File: src/rtl/rint_pkg.sv
package rint_pkg;
  localparam int unsigned DATA_W = 64;

  localparam logic [1:0] SZ_HALF   = 2'b01;
  localparam logic [1:0] SZ_SINGLE = 2'b10;

  localparam int unsigned H_EXP = 5;
  localparam int unsigned H_MAN = 10;
  localparam int unsigned S_EXP = 8;
  localparam int unsigned S_MAN = 23;

  typedef struct packed {
    logic              undef;
    logic [DATA_W-1:0] data;
  } rint_res_t;
endpackage

File: src/rtl/rint_lane.sv
module rint_lane #(
  parameter int unsigned EXP_W = 5,
  parameter int unsigned MAN_W = 10,
  localparam int unsigned W = 1 + EXP_W + MAN_W
) (
  input  logic [W-1:0] a,
  input  logic         dnan_en,
  output logic [W-1:0] y
);
  localparam int BIAS = (1 << (EXP_W - 1)) - 1;
  localparam int FW   = $clog2(MAN_W + 2);
  localparam logic [MAN_W+1:0] ONE = {{(MAN_W+1){1'b0}}, 1'b1};

  logic             sgn;
  logic [EXP_W-1:0] ex;
  logic [MAN_W-1:0] mn;
  logic [FW-1:0]    fbits;
  logic [MAN_W+1:0] sig, step, mask, halfv, rem, trunc, sum;
  logic             lsb, up;

  always_comb begin
    sgn   = a[W-1];
    ex    = a[W-2:MAN_W];
    mn    = a[MAN_W-1:0];
    // number of fraction bits that lie below the binary point
    fbits = FW'((BIAS + int'(MAN_W)) - int'(ex));
    sig   = {1'b0, 1'b1, mn};
    step  = ONE << fbits;
    mask  = step - ONE;
    halfv = step >> 1;
    rem   = sig & mask;
    trunc = sig & ~mask;
    lsb   = |(sig & step);
    up    = (rem > halfv) || ((rem == halfv) && lsb);
    sum   = trunc + (up ? step : '0);

    y = a;
    if (ex == {EXP_W{1'b1}}) begin
      if (mn != '0) begin
        if (dnan_en) y = {1'b0, {EXP_W{1'b1}}, 1'b1, {(MAN_W-1){1'b0}}};
        else         y = {sgn, ex, 1'b1, mn[MAN_W-2:0]};
      end
    end else if (ex == '0) begin
      y = {sgn, {(W-1){1'b0}}};
    end else if (int'(ex) >= BIAS + int'(MAN_W)) begin
      y = a;
    end else if (int'(ex) < BIAS - 1) begin
      y = {sgn, {(W-1){1'b0}}};
    end else if (int'(ex) == BIAS - 1) begin
      if (mn == '0) y = {sgn, {(W-1){1'b0}}};
      else          y = {sgn, EXP_W'(BIAS), {MAN_W{1'b0}}};
    end else if (sum[MAN_W+1]) begin
      y = {sgn, ex + 1'b1, {MAN_W{1'b0}}};
    end else begin
      y = {sgn, ex, sum[MAN_W-1:0]};
    end
  end
endmodule

File: src/rtl/rint_vec.sv
module rint_vec #(
  parameter int unsigned DATA_W = 64,
  parameter int unsigned EXP_W  = 5,
  parameter int unsigned MAN_W  = 10
) (
  input  logic [DATA_W-1:0] a,
  input  logic              dnan_en,
  output logic [DATA_W-1:0] y
);
  localparam int unsigned LANE_W = 1 + EXP_W + MAN_W;
  localparam int unsigned LANES  = DATA_W / LANE_W;

  for (genvar i = 0; i < LANES; i++) begin : g_lane
    rint_lane #(.EXP_W(EXP_W), .MAN_W(MAN_W)) u_lane (
      .a       (a[i*LANE_W +: LANE_W]),
      .dnan_en (dnan_en),
      .y       (y[i*LANE_W +: LANE_W])
    );
  end
endmodule

File: src/rtl/rint_packed.sv
module rint_packed
  import rint_pkg::*;
(
  input  logic              clk,
  input  logic              rst_n,
  input  logic              half_en,
  input  logic              dnan_en,
  input  logic              in_valid,
  output logic              in_ready,
  input  logic [1:0]        in_size,
  input  logic [DATA_W-1:0] in_data,
  output logic              out_valid,
  input  logic              out_ready,
  output logic [DATA_W-1:0] out_data,
  output logic              out_undef
);
  logic [DATA_W-1:0] half_y, single_y;
  rint_res_t         nxt;
  logic              sel_half, sel_single, take;

  rint_vec #(.DATA_W(DATA_W), .EXP_W(H_EXP), .MAN_W(H_MAN)) u_half (
    .a(in_data), .dnan_en(dnan_en), .y(half_y)
  );
  rint_vec #(.DATA_W(DATA_W), .EXP_W(S_EXP), .MAN_W(S_MAN)) u_single (
    .a(in_data), .dnan_en(dnan_en), .y(single_y)
  );

  always_comb begin
    sel_half   = (in_size == SZ_HALF) && half_en;
    sel_single = (in_size == SZ_SINGLE);
    nxt.undef  = !(sel_half || sel_single);
    if (sel_half)        nxt.data = half_y;
    else if (sel_single) nxt.data = single_y;
    else                 nxt.data = '0;
  end

  assign in_ready = !out_valid || out_ready;
  assign take     = in_valid && in_ready;

  always_ff @(posedge clk) begin
    if (!rst_n) begin
      out_valid <= 1'b0;
      out_data  <= '0;
      out_undef <= 1'b0;
    end else begin
      if (in_ready) out_valid <= in_valid;
      if (take) begin
        out_data  <= nxt.data;
        out_undef <= nxt.undef;
      end
    end
  end

  p_hold_r9: assert property (@(posedge clk) disable iff (!rst_n)
    out_valid && !out_ready |=> out_valid && $stable(out_data) && $stable(out_undef));

  p_accept_r9: assert property (@(posedge clk) disable iff (!rst_n)
    in_valid && in_ready |=> out_valid);

  p_undef_zero_r3: assert property (@(posedge clk) disable iff (!rst_n)
    out_valid && out_undef |-> out_data == '0);

  p_inf_keep_r7: assert property (@(posedge clk) disable iff (!rst_n)
    take && in_size == SZ_SINGLE && in_data[30:23] == 8'hFF && in_data[22:0] == '0
    |=> out_data[31:0] == $past(in_data[31:0]));

  p_nan_quiet_r8: assert property (@(posedge clk) disable iff (!rst_n)
    take && in_size == SZ_SINGLE && in_data[30:23] == 8'hFF && in_data[22:0] != '0
    |=> out_data[30:22] == 9'h1FF);
endmodule

File: config.mk
export PLATFORM = sky130hd
export DESIGN_NAME = rint_packed
export DESIGN_NICKNAME = d
export VERILOG_FILES = /design/src/rtl/rint_pkg.sv /design/src/rtl/rint_lane.sv /design/src/rtl/rint_vec.sv /design/src/rtl/rint_packed.sv
export SDC_FILE = /design/constraint.sdc
export NUM_CORES = 1
export LEC_CHECK = 0
export BUFFER_PORTS_ARGS = -buffer_cell sky130_fd_sc_hd__buf_2
export CAP_MARGIN = 20
export CORE_ASPECT_RATIO = 1.2
export CORE_MARGIN = 5
export CORE_UTILIZATION = 50
export DETAILED_ROUTE_END_ITERATION = 10
export GPL_TIMING_DRIVEN = 1
export PLACE_DENSITY = 0.73
export SLEW_MARGIN = 20
export SYNTH_ARGS = -nofsm -noshare
export SYNTH_HDL_FRONTEND = slang
export SYNTH_SLANG_ARGS = --single-unit
File: constraint.sdc
create_clock -name clk -period 15.2 [get_ports clk]
set_input_delay 0.76 -clock clk [delete_from_list [all_inputs] [get_ports clk]]
set_output_delay 0.76 -clock clk [all_outputs]
set_load 0.03 [all_outputs]
# Word level (Yosys, flattened, before mapping)
# Cells that the tools add are included.
# Widths: inputs -> output; s select.
word_totals:
  latch_bits: 0
  reg_bits: 66
  ram_bits: 0
  memories: 0
  romBits: 0
  inputBits: 72
classes:
  order_cmp: 18
  n_eq_ne: 20
  n_div: 0
  bitwise_logic: 24
  shift: 6
  multipliers: 0
  addsub: 24
  n_mux: 62
  reduce_logical: 42
ops:
  columns: ["op", "count"]
  rows:
  - ["$mux 31", 10]
  - ["$mux 15", 20]
  - ["$mux 16", 12]
  - ["$mux 32", 6]
  - ["$and 24x25->25", 6]
  - ["$and 11x12->12", 12]
  - ["$mux 64", 2]
  - ["$mux 30", 2]
  - ["$mux 14", 4]
  - ["$add 25x25->25", 2]
  - ["$eq 25x24->1", 2]
  - ["$gt 25x24->1", 2]
  - ["$mux 25", 2]
  - ["$not 25->25", 2]
  - ["$reduce_or 25->1", 2]
  - ["$shl 1x5->25 const A", 2]
  - ["$sub 25x1->25 const B", 2]
  - ["$add 12x12->12", 4]
  - ["$eq 12x11->1", 4]
  - ["$gt 12x11->1", 4]
  - ["$mux 12", 4]
  - ["$not 12->12", 4]
  - ["$reduce_or 12->1", 4]
  - ["$shl 1x4->12 const A", 4]
  - ["other kinds (22)", 78]

# Depth between registers and ports, before layout
# Gate-level depths: netlist of run 1.
logic_depth:
  depth_word: 17
  depth_mapped: 39

# Modules after synthesis
# From an unflattened synthesis of run 1, not the netlist that was laid out.
hier_totals:
  cells_unflattened: 2550
  area_unflattened_um2: 18293.8
modules_own_cells:
  columns: ["module", "instances", "area_each_um2", "cells_per_inst"]
  rows:
  - ["rint_lane at u_single.g_lane[0].u_lane", 1, 3754.9, 559]
  - ["rint_lane at u_single.g_lane[1].u_lane", 1, 3656.0, 555]
  - ["rint_lane at u_half.g_lane[1].u_lane ...", 2, 1809.2, 281]
  - ["rint_packed", 1, 3559.7, 310]
  - ["rint_lane at u_half.g_lane[0].u_lane", 1, 1871.8, 282]
  - ["rint_lane at u_half.g_lane[2].u_lane", 1, 1833.0, 282]

# Worst setup path before layout of run 1
# No wires, ideal clock.
synth_path:
  path_kind: "input-to-reg"
  from: "in in_data[23]"
  to: "reg out_data[15]"
  slack_ns: 7.084
  path_buffers: 6
  arrival_ns: 8.057
  path_stages: 39
  required_ns: 15.141
  path_cell_list: "buf_2 -> inv_1 -> ha_1 -> clkbuf_1 -> clkbuf_1 -> nand2_1 -> ha_1 -> a21boi_0 -> and4_1 -> and4_1 -> nand2_1 -> a211oi_1 -> xnor2_1 -> and2_1 -> ha_1 -> nand4_1 -> nor4bb_1 -> nand3_1 -> [3 not listed] -> or2_2 -> clkbuf_1 -> clkbuf_1 -> nor2_1 -> ha_1 -> inv_1 -> fa_1 -> nor2b_1 -> o31a_1 -> o211ai_1 -> a21oi_1 -> o21ai_0 -> o211a_1 -> xor2_2 -> buf_6 -> a41oi_2 -> o41ai_1 -> and2_1"
synth_via:
  elab_chain_cells: 17
  word_cells_on_any_way: 27
  cone_classes: "add/sub: 3; order compare: 3; eq/ne: 3; shift: 1; mux: 9; bitwise: 4; reduce/logical: 4"
synth_lines:
  columns: ["item", "line_no", "source"]
  rows:
  - ["start: declaration", "rint_packed.sv:11", "input logic [DATA_W-1:0] in_data,"]
  - ["parallel branches: the longest is 14 deep, another holds $sub 25x1->25", null, null]
  - ["$mux 32 *", "rint_lane.sv:38", "if (ex == {EXP_W{1'b1}}) begin"]
  - ["$mux 64 *", "rint_packed.sv:33", "else if (sel_single) nxt.data = single_y;"]
  - ["$mux 64 *", "rint_packed.sv:32", "if (sel_half) nxt.data = half_y;"]
  - ["end signal: assignment", "rint_packed.sv:48", "out_data <= nxt.data;"]
  - ["end: declaration", "rint_packed.sv:14", "output logic [DATA_W-1:0] out_data,"]
# Mark *: on every way between the ends.
# A chain may end at the register's enable or synchronous reset.

# Worst setup path after layout of run 1
layout_path:
  from: "in in_data[23]"
  to: "reg out_data[0]"
# Same word-level chain as after synthesis.

==> summary.md, run 1 <==
| Metric | Value |
|---|---|
| Status | `finished clean` |
| Mapped cell area | `roughly 17,000 um2` |
| Routability cong. | `0.9969` |
| WL per Instance | `21.81 um` |
| Final setup fails | `0` |
| Sink Count | `between 60 and 70` |
| Setup CP Type | `in -> reg` |
| Layout cell share with drive strength beyond 1 | `between 9 and 10%` |
| Clock buffer depth | `2` |
| Height of the die | `212.1 um` |
| First-pass GRT wire length | `102,100 um` |
| ANT nets after route | `0` |
| Top cell by count, worst path | `ha_1` |
| Critical Path End Type | `flip-flop` |
| Vias in the first global route | `18,960` |
| Clock transition at path regs | `0.06 ns` |
| DPL Wire Length | `50,710 um` |
| Cell Int Power | `506.1 uW` |
| DRC viols | `0` |
| Logic pwr share | `58.9%` |
| Yosys reg bits | `66` |
| PortBufs | `138` |
| Slew Limit Fails | `0` |
| Drt via density | `6.601` |
| Setup Skew | `between 0.01 and 0.015 ns` |
| Synth-to-layout area growth | `6.660%` |
| Initial core utilization | `50.23%` |
| Clock root cell | `clkbuf_16` |
| Skew-Pair Late Insertion Delay | `0.37 ns` |
| Initial DRC Count | `between 1,500 and 2,000` |
| Register area share after synthesis | `7.762%` |
| Switching share of power | `48.93%` |
| Fill cell count | `about 3,500` |
| Total wire length | `approximately 66,000 um` |
| PostCTS Resize Cnt | `0` |
| TritonCTS clock tree | `yes` |
| # IOs | `139` |
| Sequential Power Share | `19.4%` |
| Crit path buffers/inverters | `3` |
| Req. time, crit path | `approximately 15 ns` |
| Cell count after synthesis | `2,527` |
| Pre-CTS setup slack | `4.998 ns` |
| Slew @ Worst Pin | `~1.1 ns` |
| Share of the synthesized area in the top cell type | `16.98%` |
| Fin. Hold Viols | `0` |
| Drt pass-1 iters | `6` |
| Post-synth EDFFs | `0` |
| Top FF cell, synth | `dfxtp_1` |
| Core area | `33,890 um2` |
| Die W | `178.4 um` |
| DR vias | `19,987` |
| # nets final | `2,875` |
| Clock power frac | `between 20% and 30%` |
| Worst min path class | `reg -> reg` |
| # H-tree levels | `3` |
| Final period util | `66.45%` |
| Leakage | `0.008242 uW` |
| Overflow after GRT | `0` |
| Die area | `37,850 um2` |
| Crit Path Max Fanout | `23` |
| Cell Rows | `74` |
| CP peak stage delay | `approximately 0.85 ns` |
| Syn_nets | `2,836` |
| CP max-delay cell | `nor3_2` |
| Crit path DAT | `10.35 ns` |
| Initial antenna violation count | `1` |
| Power Density | `54.58 nW/um2` |
| Post-synth top area cell | `ha_1` |
| Syn. warnings | `0` |
| Worst setup margin | `5.100 ns` |
| Postcts setup bufs | `0` |
| Register area | `1321 um2` |
| Tot GR Track Use | `33.46%` |
| Post-synth cell types | `98` |
| Setup TNS | `0 ns` |
| Max Cap Viol | `0` |
| IR drop worst, VDD | `0.04881 mV` |
| Post-synth ARST share | `0%` |
| CTS buffer count | `9` |
| Slew margin rel. | `24.18%` |
| RSZ-0062 raised after global routing | `no` |
| Most area-consuming cells after synthesis | `ha_1 17%, dfxtp_1 7.8%, nand2_1 6.5%` |
| Fmax achieved | `99.01 MHz` |
| Period minus WS final | `around 10 ns` |
| Avg Cell Area, Syn | `slightly below 7 um2` |
| Area of the multi-input gates | `about 15,000 um2` |
| Delay-heaviest family, CP | `simple AND/OR/NAND/NOR gates` |
| Psw | `just under 500 uW` |
| Min Hold Slack | `roughly 0.45 ns` |
| Critical Path Start Type | `primary input` |
| Largest net degree at the start of global routing | `between 70 and 80` |
| Hold_buf cts | `0` |
## Yosys cell counts (11+ instances only)
master    number
nand4_1       47
a221oi_1      40
o21ai_0      169
a21o_1        53
xnor2_1       81
xor2_1        55
a22oi_1       16
and3_1        33
o21a_1        20
dfxtp_1       66
a211oi_1      20
nor2_1       286
inv_1        107
o31ai_1       12
nand2_1      297
nor4_1        17
buf_2         14
clkbuf_1      98
or2_2         15
or3_1         19
o211ai_1      18
nand2b_1      29
nand3b_1      15
ha_1         231
nor3_1        50
and2_1        86
a21oi_1      212
a31o_2        11
nor2b_1       53
o21bai_1      16
a31oi_1       33
a22o_1        14
nand3_1       69
## stage by stage
| stage | total power [uW] | util (%) | instances | cell area (um2) |
|---|---|---|---|---|
| 2_1_floorplan | 606.7 | - | 2527 | 17020 |
| 3_3_place_gp | 755.9 | 52.73 | 3011 | 17870 |
| 3_5_place_dp | 763.6 | 52.73 | 3011 | 17870 |
| 4_1_cts | 979.5 | 53.57 | 3027 | 18150 |
| 5_1_grt | 1054 | 53.57 | 3027 | 18150 |
| 6_report | 990.9 | 53.57 | 3028 | 18150 |
## cell families after synthesis
kind of cell	count (synthesis)	share of synthesized area [%]
buffers and inverters	238	5.660
AO/OA/AOI/OAI	767	30.02
AND/OR/NAND/NOR	1061	30.22
multiplexers	15	0.9188
XOR/XNOR	143	7.733
adder cells (fa/ha/maj)	237	17.69
flip-flops	66	7.762
## worst paths after layout
path | startpoint | end | slack, ns | cells after the start
worst max-delay path | in_data[23] | out_data[0] | 5.10 | 36
worst min-delay path | out_undef | out_undef | 0.45 | 2
worst min register to register | out_undef | out_undef | 0.45 | 2
worst max register to register | out_valid | out_data[1] | 12.84 | 6
## final cells by class
type / count / area share [%]
clock buffers: 12 / 1.413
repair buffers: 155 / 4.507
multi-input cells: 2223 / 81.21
inverters: 111 / 2.295
flip-flops and latches: 66 / 7.278
well taps: 456 / 3.143
diodes: 1 / 0.01378
clock inverters: 4 / 0.1447
## cell usage in the layout (no fill, tap or decap), types with 18 or more instances in the layout
cell type and instances:
a211oi_1 20, a21o_1 53, a21oi_1 212, a221oi_1 40, a31oi_1 33, and2_1 85, and3_1 33, buf_2 138
dfxtp_1 66, ha_1 231, inv_1 107, nand2_1 296, nand2b_1 29, nand3_1 69, nand4_1 47, nor2_1 285
nor2b_1 53, nor3_1 50, o211ai_1 18, o21a_1 20, o21ai_0 169, or3_1 19, xnor2_1 81, xor2_1 55
## power by group through the flow
stage / Clock, uW / Sequential (uW) / Combinational (uW)
after detailed placement: 0 / 196 / 568
after floorplan: 0 / 217 / 390
final: 215 / 192 / 584
after CTS: 216 / 192 / 571
after global routing: 225 / 193 / 636
after global placement: 0 / 196 / 560
## registers in the layout, summed over array words and instances (netlist names)
register,cells
out_data,64
out_valid,1
out_undef,1
## per-layer routing
metal / track usage, % / part of all wire, %
met1: 40.70 / 39
met2: 56.90 / 47
met3: 4.819 / 8.2
met4: 17.79 / 5.9
met5: 0 / 0
## worst register-to-register path, stage by stage, from the launching register on
cell	delay, ns
dfxtp_1	0.32
nand2b_1	0.11
nand2_2	0.09
buf_4	0.64
nor2_1	0.43
a32o_1	0.37
a211o_1	0.28
Power figures use the tool's default switching activity.
==> inputs of run 2 (changes only) <==
--- a/config.mk
+++ b/config.mk
@@ -5,6 +5,7 @@
 export SDC_FILE = /design/constraint.sdc
 export NUM_CORES = 1
 export LEC_CHECK = 0
+export ABC_AREA = 1
 export BUFFER_PORTS_ARGS = -buffer_cell sky130_fd_sc_hd__buf_2
 export CAP_MARGIN = 20
 export CORE_ASPECT_RATIO = 1.2
@@ -12,7 +13,7 @@
 export CORE_UTILIZATION = 50
 export DETAILED_ROUTE_END_ITERATION = 10
 export GPL_TIMING_DRIVEN = 1
-export PLACE_DENSITY = 0.73
+export PLACE_DENSITY = 0.76
 export SLEW_MARGIN = 20
 export SYNTH_ARGS = -nofsm -noshare
 export SYNTH_HDL_FRONTEND = slang
==> constraint.sdc (replaced) <==
create_clock -name clk -period 8.5 [get_ports clk]
set_input_delay 0.425 -clock clk [delete_from_list [all_inputs] [get_ports clk]]
set_output_delay 0.425 -clock clk [all_outputs]
set_load 0.03 [all_outputs]
==> summary.md, run 2 <==
| Metric | Value |
|---|---|
| Setup CP Type | `in -> reg` |
| Top FF cell, synth | `dfxtp_1` |
| Cell Int Power | `1001 uW (+98%)` |
| Top cell by count, worst path | `nand2_1` |
| Final setup fails | `0 (unchanged)` |
| Height of the die | `223.0 um (+5.2%)` |
| DPL Wire Length | `56,040 um (+11%)` |
| Drt pass-1 iters | `8 (+2)` |
| DRC viols | `0 (unchanged)` |
| CP peak stage delay | `0.40 ns (-0.45 ns)` |
| Clock buffer depth | `2 (unchanged)` |
| Post-synth cell types | `55 (-44%)` |
| Worst setup margin | `0.8630 ns (-4.237 ns)` |
| Initial antenna violation count | `1 (unchanged)` |
| Max Cap Viol | `0 (unchanged)` |
| Drt via density | `5.815 (-12%)` |
| # IOs | `139 (unchanged)` |
| Mapped cell area | `18,910 um2 (+11%)` |
| Yosys reg bits | `66 (unchanged)` |
| Post-synth ARST share | `0% (unchanged)` |
| Cell count after synthesis | `3,342 (+32%)` |
| Dpl cell area | `19,880 um2 (+11%)` |
| Power Density | `102.9 nW/um2 (+88%)` |
| Vias in the first global route | `20,796 (+9.7%)` |
| Final Instance Area | `20,210 um2 (+11%)` |
| Status | `finished clean` |
| Most flop-heavy register | `out_data` |
| Delay-heaviest family, CP | `simple AND/OR/NAND/NOR gates` |
| PortBufs | `138 (unchanged)` |
| Initial core utilization | `50.33% (+0.10 points)` |
| Skew-Pair Late Insertion Delay | `0.37 ns (about the same)` |
| Die area | `41,830 um2 (+11%)` |
| Share of the synthesized area in the top cell type | `15.35% (-1.6 points)` |
| ANT nets after route | `0 (unchanged)` |
| IR drop worst, VDD | `0.1056 mV (+120%)` |
| Setup Skew | `0.007921 ns (-0.006328 ns)` |
| Critical Path Start Type | `primary input` |
| Worst min path class | `in -> reg` |
| Tot Pwr | `2078 uW (+110%)` |
| # H-tree levels | `3 (unchanged)` |
| Postcts setup bufs | `0 (unchanged)` |
| WL per Instance | `18.10 um (-17%)` |
| Syn_nets | `3,652 (+29%)` |
| Post-synthesis mux area share | `0.05293% (-0.87 points)` |
| Post-synth EDFFs | `0 (unchanged)` |
| Hold_buf cts | `0 (unchanged)` |
| Crit path DAT | `7.94 ns (-2.41 ns)` |
| Commonest non-fill, non-tap cell in the layout | `nand2_1` |
| DR vias | `22,713 (+14%)` |
| Clock transition at path regs | `0.06 ns (about the same)` |
| TritonCTS clock tree | `yes` |
| Req. time, crit path | `8.80 ns (-6.65 ns)` |
| Avg Cell Area, Syn | `5.659 um2 (-16%)` |
| Most area-consuming cells after synthesis | `ha_1 15%, nand2_1 15%, nor2_1 10%` |
| Critical Path End Type | `flip-flop` |
| Fin. Hold Viols | `0 (unchanged)` |
| Slew @ Worst Pin | `1.028 ns (-0.09727 ns)` |
| Sink Count | `66 (unchanged)` |
| Cell Rows | `78 (+5.4%)` |
| Max FFs per register | `64 (unchanged)` |
| Slew margin rel. | `30.55% (+6.4 points)` |
| Layout cell share with drive strength beyond 1 | `9.784% (+0.60 points)` |
| Synth-to-layout area growth | `6.848%` |
| Post-synth top area cell | `ha_1` |
| Largest family of logic cells by synthesized area | `simple AND/OR/NAND/NOR gates` |
| Initial DRC Count | `2,355 (+32%)` |
| CP max-delay cell | `fa_1` |
| Most frequent cells in the layout | `733 x nand2_1, 511 x nor2_1, 376 x inv_1, 281 x o21ai_0, 264 x a21oi_1` |
| Crit path buffers/inverters | `4 (+1)` |
| CTS buffer count | `9 (unchanged)` |
| Largest net degree at the start of global routing | `53 (-31%)` |
| Die W | `187.5 um (+5.1%)` |
| Slew Limit Fails | `0 (unchanged)` |
| XOR/XNOR Fraction of Synth Area | `7.039% (-0.69 points)` |
| Logic pwr share | `62.4% (+3.5 points)` |
| Clock power frac | `21.1% (-0.6 points)` |
| Top Registers | `out_data: 64 flops, out_undef: 1 flops, out_valid: 1 flops` |
| Total wire length | `70,690 um (+7.0%)` |
| Psw | `1077 uW (+120%)` |
| Tot GR Track Use | `31.79% (-1.7 points)` |
| Synth top cells by count | `734 x nand2_1, 512 x nor2_1, 377 x inv_1, 281 x o21ai_0, 264 x a21oi_1` |
| # nets final | `3,729 (+30%)` |
| Final period util | `around nine tenths` |
| Routability cong. | `1.030 (+3.3%)` |
| RSZ-0062 raised after global routing | `no` |
| First-pass GRT wire length | `109,300 um (+7.1%)` |
| Count leader, synth | `nand2_1` |
| Period minus WS final | `7.637 ns` |
| Core area | `37,570 um2 (+11%)` |
| PostCTS Resize Cnt | `0 (unchanged)` |
| Setup TNS | `0 ns (unchanged)` |
| Fill cell count | `4,029 (+15%)` |
| Register area share after synthesis | `6.986% (-0.78 points)` |
| Pre-CTS setup slack | `0.6316 ns (-4.367 ns)` |
| Leakage | `0.01046 uW (+27%)` |
| Switching share of power | `51.83% (+2.9 points)` |
| Crit Path Max Fanout | `19 (-17%)` |
| Fmax achieved | `between 100 and 150 MHz` |
| Synth Area in Compound Gates | `20.01% (-10 points)` |
| Adder-Cell Fraction of Synth Area | `15.98% (-1.7 points)` |
| Clock root cell | `clkbuf_16` |
| Syn. warnings | `0 (unchanged)` |
| Simple-gate share of the synthesized area | `39.15% (+8.9 points)` |
| Sequential Power Share | `16.5% (-2.9 points)` |
| Overflow after GRT | `0 (unchanged)` |
-- run 2: changes by cell type after synthesis, moves of 35 or more --
cell,change
xor2_1,+45
a21o_1,-37
nand3_1,+133
a221oi_1,-38
inv_1,+270
and2_1,-83
nand2_2,+35
nand2_1,+437
a21oi_1,+52
clkbuf_1,-35
nor2_1,+226
o21ai_0,+112
nor2b_1,-53
-- run 2: cells by family (layout without fill, tap and decap cells) --
family | count (synthesis) | count (layout)
simple gates | 1680 | 1680
mux | 1 | 1
buf+inv | 506 | 588
compound gates | 699 | 699
other cells | 0 | 2
xor+xnor | 152 | 152
fa+ha+maj | 238 | 238
flops | 66 | 66
-- run 2: path summary, 6_finish.rpt --
check	from	to	slack [ns]	depth (start not counted)
max	in_data[56]	out_data[39]	0.86	47
min	in_data[31]	out_data[31]	0.32	3
max reg2reg	out_valid	out_data[29]	5.84	8
min reg2reg	out_data[31]	out_data[31]	0.46	2
-- run 2: area by class of cell --
| class | instances | area [um2] | area share [%] |
|---|---|---|---|
| multi-input cells | 2770 | 15560 | 76.98 |
| diodes | 2 | 5.005 | 0.02477 |
| inverters | 416 | 1579 | 7.814 |
| flip-flops and latches | 66 | 1321 | 6.539 |
| clock buffers | 9 | 225.2 | 1.115 |
| repair buffers | 156 | 825.8 | 4.087 |
| well taps | 480 | 600.6 | 2.972 |
| clock inverters | 7 | 93.84 | 0.4644 |
-- run 2: metrics by stage --
stage	hold slack, ns	utilization, %	instances
after floorplan	0.5634	-	3342
after global placement	0.4515	52.92	3888
after detailed placement	0.4544	52.92	3888
after CTS	0.3097	53.77	3904
after global routing	0.3382	53.77	3905
final	0.3185	53.78	3906
-- run 2: layer usage --
metal	track usage, %	routed length (um)	up-vias
li1	-	-	11184
met1	39.56	28070	10074
met2	54.37	32550	1216
met3	4.022	6407	239
met4	15.21	3659	0
met5	0	0	-
-- run 2: power by group through the flow --
| stage | Combinational, uW | Sequential, uW | Clock [uW] |
|---|---|---|---|
| 2_1_floorplan | 901 | 393 | 0 |
| 3_3_place_gp | 1260 | 350 | 0 |
| 3_5_place_dp | 1260 | 350 | 0 |
| 4_1_cts | 1270 | 343 | 439 |
| 5_1_grt | 1430 | 346 | 449 |
| 6_report | 1300 | 343 | 438 |
-- run 2: worst register-to-register path: cells and delay by family, from the launching register on --
family | cells | cell delay, ns
flops | 1 | 0.31
simple gates | 4 | 0.72
buf+inv | 4 | 1.55
